## src/rtl/vcib_pkg.sv

```systemverilog
package vcib_pkg;
  typedef enum logic [1:0] {
    FLIT_HEAD   = 2'b00,
    FLIT_BODY   = 2'b01,
    FLIT_TAIL   = 2'b10,
    FLIT_SINGLE = 2'b11
  } flit_type_e;

  typedef enum logic [1:0] {
    VC_IDLE  = 2'b00,
    VC_RECV  = 2'b01,
    VC_DRAIN = 2'b10
  } vc_state_e;
endpackage

```

## src/rtl/vcib_fifo.sv

```systemverilog
module vcib_fifo #(
  parameter int WIDTH = 8,
  parameter int DEPTH = 4
) (
  input  logic             clk_i,
  input  logic             rst_ni,
  input  logic             push_i,
  input  logic             pop_i,
  input  logic [WIDTH-1:0] data_i,
  output logic [WIDTH-1:0] data_o,
  output logic             empty_o,
  output logic             full_o
);
  localparam int PTR_W = (DEPTH > 1) ? $clog2(DEPTH) : 1;
  localparam int CNT_W = $clog2(DEPTH + 1);

  logic [WIDTH-1:0] mem [DEPTH];
  logic [PTR_W-1:0] wr_ptr, rd_ptr;
  logic [CNT_W-1:0] count;

  function automatic logic [PTR_W-1:0] ptr_inc(input logic [PTR_W-1:0] p);
    return (p == PTR_W'(DEPTH - 1)) ? '0 : p + 1'b1;
  endfunction

  always_ff @(posedge clk_i or negedge rst_ni) begin
    if (!rst_ni) begin
      wr_ptr <= '0;
      rd_ptr <= '0;
      count  <= '0;
    end else begin
      if (push_i) wr_ptr <= ptr_inc(wr_ptr);
      if (pop_i)  rd_ptr <= ptr_inc(rd_ptr);
      case ({push_i, pop_i})
        2'b10:   count <= count + 1'b1;
        2'b01:   count <= count - 1'b1;
        default: count <= count;
      endcase
    end
  end

  always_ff @(posedge clk_i) begin
    if (push_i) mem[wr_ptr] <= data_i;
  end

  assign data_o  = mem[rd_ptr];
  assign empty_o = (count == '0);
  assign full_o  = (count == CNT_W'(DEPTH));
endmodule

```

## src/rtl/vcib_vc_fsm.sv

```systemverilog
module vcib_vc_fsm
  import vcib_pkg::*;
(
  input  logic       clk_i,
  input  logic       rst_ni,
  input  logic       wr_i,
  input  flit_type_e wr_type_i,
  input  logic       full_i,
  input  logic       pop_i,
  input  flit_type_e pop_type_i,
  output logic       accept_o,
  output logic       ovf_o,
  output logic       perr_o,
  output vc_state_e  state_o
);
  vc_state_e state_q, state_d;
  logic      opens, legal;

  assign opens    = (wr_type_i == FLIT_HEAD) || (wr_type_i == FLIT_SINGLE);
  assign legal    = opens ? (state_q == VC_IDLE) : (state_q == VC_RECV);
  assign perr_o   = wr_i && !legal;
  assign ovf_o    = wr_i && legal && full_i;
  assign accept_o = wr_i && legal && !full_i;

  always_comb begin
    state_d = state_q;
    if (pop_i && (pop_type_i == FLIT_TAIL || pop_type_i == FLIT_SINGLE)) begin
      state_d = VC_IDLE;
    end else if (accept_o) begin
      case (wr_type_i)
        FLIT_HEAD:   state_d = VC_RECV;
        FLIT_SINGLE: state_d = VC_DRAIN;
        FLIT_TAIL:   state_d = VC_DRAIN;
        default:     state_d = state_q;
      endcase
    end
  end

  always_ff @(posedge clk_i or negedge rst_ni) begin
    if (!rst_ni) state_q <= VC_IDLE;
    else         state_q <= state_d;
  end

  assign state_o = state_q;
endmodule

```

## src/rtl/vc_input_buffer.sv

```systemverilog
module vc_input_buffer
  import vcib_pkg::*;
#(
  parameter int NUM_VC = 4,
  parameter int DEPTH  = 4,
  parameter int FLIT_W = 32,
  localparam int VC_W  = $clog2(NUM_VC)
) (
  input  logic                     clk_i,
  input  logic                     rst_ni,
  input  logic                     in_valid_i,
  input  logic [VC_W-1:0]          in_vc_i,
  input  logic [1:0]               in_type_i,
  input  logic [FLIT_W-1:0]        in_data_i,
  input  logic                     pop_i,
  input  logic [VC_W-1:0]          pop_vc_i,
  output logic [NUM_VC-1:0]        out_valid_o,
  output logic [2*NUM_VC-1:0]      out_type_o,
  output logic [FLIT_W*NUM_VC-1:0] out_data_o,
  output logic [2*NUM_VC-1:0]      vc_state_o,
  output logic                     freed_o,
  output logic [VC_W-1:0]          freed_vc_o,
  output logic                     overflow_o,
  output logic                     proto_err_o
);
  localparam int ENTRY_W = FLIT_W + 2;

  logic [NUM_VC-1:0] wr_sel, push, pop_sel, empty, full, ovf, perr;
  logic [ENTRY_W-1:0] q_head [NUM_VC];

  for (genvar g = 0; g < NUM_VC; g++) begin : g_vc
    vc_state_e st;

    assign wr_sel[g]  = in_valid_i && (in_vc_i == VC_W'(g));
    assign pop_sel[g] = pop_i && (pop_vc_i == VC_W'(g)) && !empty[g];

    vcib_vc_fsm i_fsm (
      .clk_i      (clk_i),
      .rst_ni     (rst_ni),
      .wr_i       (wr_sel[g]),
      .wr_type_i  (flit_type_e'(in_type_i)),
      .full_i     (full[g]),
      .pop_i      (pop_sel[g]),
      .pop_type_i (flit_type_e'(q_head[g][FLIT_W +: 2])),
      .accept_o   (push[g]),
      .ovf_o      (ovf[g]),
      .perr_o     (perr[g]),
      .state_o    (st)
    );

    vcib_fifo #(.WIDTH(ENTRY_W), .DEPTH(DEPTH)) i_fifo (
      .clk_i   (clk_i),
      .rst_ni  (rst_ni),
      .push_i  (push[g]),
      .pop_i   (pop_sel[g]),
      .data_i  ({in_type_i, in_data_i}),
      .data_o  (q_head[g]),
      .empty_o (empty[g]),
      .full_o  (full[g])
    );

    assign out_valid_o[g]                = !empty[g];
    assign out_type_o[2*g +: 2]          = q_head[g][FLIT_W +: 2];
    assign out_data_o[FLIT_W*g +: FLIT_W] = q_head[g][FLIT_W-1:0];
    assign vc_state_o[2*g +: 2]          = st;
  end

  always_ff @(posedge clk_i or negedge rst_ni) begin
    if (!rst_ni) begin
      freed_o     <= 1'b0;
      freed_vc_o  <= '0;
      overflow_o  <= 1'b0;
      proto_err_o <= 1'b0;
    end else begin
      freed_o     <= |pop_sel;
      if (|pop_sel) freed_vc_o <= pop_vc_i;
      overflow_o  <= overflow_o | (|ovf);
      proto_err_o <= proto_err_o | (|perr);
    end
  end
endmodule

```

## config.mk

```make
export PLATFORM = sky130hd
export DESIGN_NAME = vc_input_buffer
export DESIGN_NICKNAME = d
export VERILOG_FILES = /design/src/rtl/vcib_pkg.sv /design/src/rtl/vcib_fifo.sv /design/src/rtl/vcib_vc_fsm.sv /design/src/rtl/vc_input_buffer.sv
export SDC_FILE = /design/constraint.sdc
export NUM_CORES = 1
export LEC_CHECK = 0
export BUFFER_PORTS_ARGS = -buffer_cell sky130_fd_sc_hd__buf_2
export CAP_MARGIN = 10
export CORE_ASPECT_RATIO = 0.7
export CORE_MARGIN = 5
export CORE_UTILIZATION = 50
export CTS_BUF_LIST = sky130_fd_sc_hd__clkbuf_4
export DETAILED_ROUTE_END_ITERATION = 7
export PLACE_DENSITY = 0.81
export SKIP_LAST_GASP = 1
export SLEW_MARGIN = 20
export SYNTH_ARGS = -nofsm -noshare
export SYNTH_HDL_FRONTEND = slang
export SYNTH_SLANG_ARGS = --single-unit
```

## constraint.sdc

```tcl
create_clock -name clk_i -period 3.7 [get_ports clk_i]
set_clock_uncertainty 0.2 [all_clocks]
set_input_delay 0.185 -clock clk_i [delete_from_list [all_inputs] [get_ports clk_i]]
set_output_delay 0.185 -clock clk_i [all_outputs]
set_load 0.02 [all_outputs]
```

==> flow_metrics.tcl <==
set metrics [dict create \
    ctsResizeCount 0 \
    num_rows 64 \
    cp-start-kind "flip-flop" \
    cpPeakStageDelay_ps 560 \
    ff2ff_path_depth 7 \
    synth_common_cells "544 x edfxtp_1, 136 x mux4_2, 41 x dfrtp_1" \
    cts_buffers 138 \
    slew_headroom 0.274 \
    setup_tns_ps 0 \
    cts_tree "built" \
    dieArea_um2 48400 \
    finalHoldViolations 0 \
    crit_start "g_vc[0].i_fifo.count[0]$_DFFE_PN0P_" \
    wl_per_cell_um 24.5 \
    cp.buffers_inverters 3 \
    vias 11208 \
    async_reset_ff_frac 0.0701 \
    clk_latency_ps 840 \
    post-dp-hpwl_mm 29.4 \
    clk_pin_slew_ps 70 \
    ant_nets 0 \
    synth_area_leader_cell "edfxtp_1" \
    grt_usage 0.208 \
    fmax_ghz 0.317 \
    yosysSeqAreaShare 0.788 \
    grt-ovfl-total 0 \
    dieHeight_um 186 \
    antenna_found_initial 4 \
    cts_num_sinks 585 \
    rsz0062_at_grt "false" \
    synthesis.area_um2 22000 \
    die_x_um 261 \
    port_buffers 194 \
    core-area_um2 43600 \
    hold_depth 2 \
    drt_iter0_markers 1093 \
    cellPowerDensity_nw_per_um2 719 \
    finalSetupViolations 0 \
    synth.distinct_cells 45 \
    crit_top_cell "dlygate4sd3_1" \
    path_max_fanout 6 \
    crit_required_ps 4220 \
    fin_cells 2017 \
    fin_nets 1399 \
    finalWirelength_mm 49.4 \
    routabilityCongestion 0.785 \
    finalMaxSlewViolations 0 \
    post-synth-top-count-cell "edfxtp_1" \
    reg2reg_from "g_vc[0].i_fifo.count[0]$_DFFE_PN0P_" \
    power_mw 18.9 \
    synth_edf_count 544 \
    grt_max_degree 42 \
    worst_setup_path_end_kind "flip-flop" \
    status "finished, final reports clean" \
    placedCellCount 1720 \
    clockBufferDepth 3 \
    grt_pass1_wl_mm 73.7 \
    postSynthAreaPerCell_um2 23.3 \
    critical_path_class "flip-flop to flip-flop" \
    irDropWorstVdd_mv 0.329 \
    synthFlopType "edfxtp_1" \
    crit_slowest_cell "dlygate4sd3_1" \
    initial_utilization 0.505 \
    finalCriticalPeriod_ps 3150 \
    synthToLayoutAreaGrowth_pct 19.5 \
    drive_gt1_frac 0.429 \
    h-tree-depth 4 \
    grt_pass1_vias 11957 \
    syn-num-nets 1020 \
    hp-start "in_data_i[3]" \
    arrival_ps 3680 \
    root_buffer "clkbuf_4" \
    cap_violations 0 \
    synth_top_cells_by_area "edfxtp_1 74%, mux4_2 14%, dfrtp_1 4.7%, ha_1 1.6%, and2_1 0.54%" \
    timing.final.crit_share 0.852 \
    crit_cells 7 \
    synth_top_area_frac 0.742 \
    hold_path_class "input pin to flip-flop" \
    crit_family "buffers and inverters" \
    post_drt_via_cell_ratio 5.56 \
    ios 195 \
    ys_ff_latch 585 \
    ys_warn_count 0 \
    dr.pass1.iters 6 \
    crit_chain "or3_1 -> nor4bb_1 -> dlygate4sd3_1 -> buf_4 -> nor4_4 -> mux2_1 -> dlygate4sd3_1" \
    synthCells 946 \
    worstMarginPinSlew_ps 1090 \
    p_leak_nw 9.14 \
    route.detailed.drc 0 \
]
## through the flow
step            util  setup slack [ps]  hold WS [ps]  cell area [µm²]
2_1_floorplan      -               845          -311            22000
3_3_place_gp   0.548               806           177            23900
3_5_place_dp   0.548               673           193            23900
4_1_cts        0.603               492        0.0941            26300
5_1_grt        0.603               434          14.8            26300
6_report       0.603               547          64.2            26300
## report_power, final
part	switching [mW]	internal, mW
Combinational	2.65	2.29
Sequential	1.09	7.65
Clock	2.43	2.82
## layout make-up
class	instances	area (µm²)
clock inverter	24	185
antenna	1	2.50
sequential	585	17400
clock buffer	213	1600
tap	594	743
multi-input combinational	303	4430
inverter	21	78.8
fill	2989	17300
timing repair buffer	276	1900
## cells in the final DEF (no fill, tap or decap), types with 2 or more instances in the layout
master         synthesis  routed
clkbuf_4               0     213
inv_1                 20      20
and2_2                 0      16
xor2_1                10      10
buf_2                 18     194
dfrtp_1               41      33
mux2_1                 9       9
bufinv_16              0       3
o21ai_0                8       8
mux4_2               136     136
a21oi_1                5       5
and2_1                19       3
dfrtp_4                0       4
fa_1                   4       4
and4b_1                2       2
inv_2                  1       7
clkinv_1               0      11
nor2b_1                2       2
nor2_1                22      22
mux2_2                 2       2
edfxtp_1             544     544
dfrtp_2                0       4
buf_12                 0      12
ha_1                  28      28
or3_1                  3       3
nor3b_1                6       6
dlygate4sd3_1          0      58
xnor2_1                6       6
nor4_1                 3       3
nand4bb_1              2       2
clkinvlp_4             0       3
buf_4                  0      11
nand2_1               11      11
mux2i_1                3       3
o21ai_1                2       2
nor3_1                 4       4
## final timing paths
check                                                        to  slack [ps]
setup / recovery                      freed_vc_o[0]$_DFFE_PN0P_         550
hold / removal               g_vc[1].i_fifo.mem[3][3]$_DFFE_PP_          60
setup reg to reg                      freed_vc_o[0]$_DFFE_PN0P_         550
hold reg to reg                           proto_err_o$_DFF_PN0_         270
max in group asynchronous  g_vc[0].i_fifo.rd_ptr[1]$_DFFE_PN0P_        2790
min in group asynchronous  g_vc[1].i_fifo.wr_ptr[1]$_DFFE_PN0P_         240
## registers in the layout, indices dropped and copies added, names as in the netlist
register / cells
freed_o: 1
freed_vc_o: 2
g_vc.i_fifo.count: 12
g_vc.i_fifo.mem: 544
g_vc.i_fifo.rd_ptr: 8
g_vc.i_fifo.wr_ptr: 8
g_vc.i_fsm.state_o: 8
overflow_o: 1
proto_err_o: 1
## metal layers
| metal | up-vias | wire [µm] | track usage |
|---|---|---|---|
| met3 | 58 | 5050 | 0.0599 |
| met4 | 0 | 960 | 0.0691 |
| met2 | 595 | 23900 | 0.324 |
| li1 | 4758 | - | - |
| met1 | 5797 | 19500 | 0.288 |
| met5 | - | 0 | 0 |
## logic make-up after synthesis
group | count (synthesis) | share of synthesized area
muxes | 150 | 0.146
DFF | 585 | 0.788
xor gates and xnor gates | 16 | 0.00636
adders and majority gates | 32 | 0.0195
buffers and inverters | 58 | 0.0116
and+or+nand+nor | 83 | 0.0224
AOI/OAI and AO/OA | 22 | 0.00585
## repair_timing
item / 4_1_cts / 5_1_grt
hold buffers: 59 / 0
setup buffers: 0 / 0
endpoints found under the hold margin: 622 / 0
(Power assumes the default switching activity.)
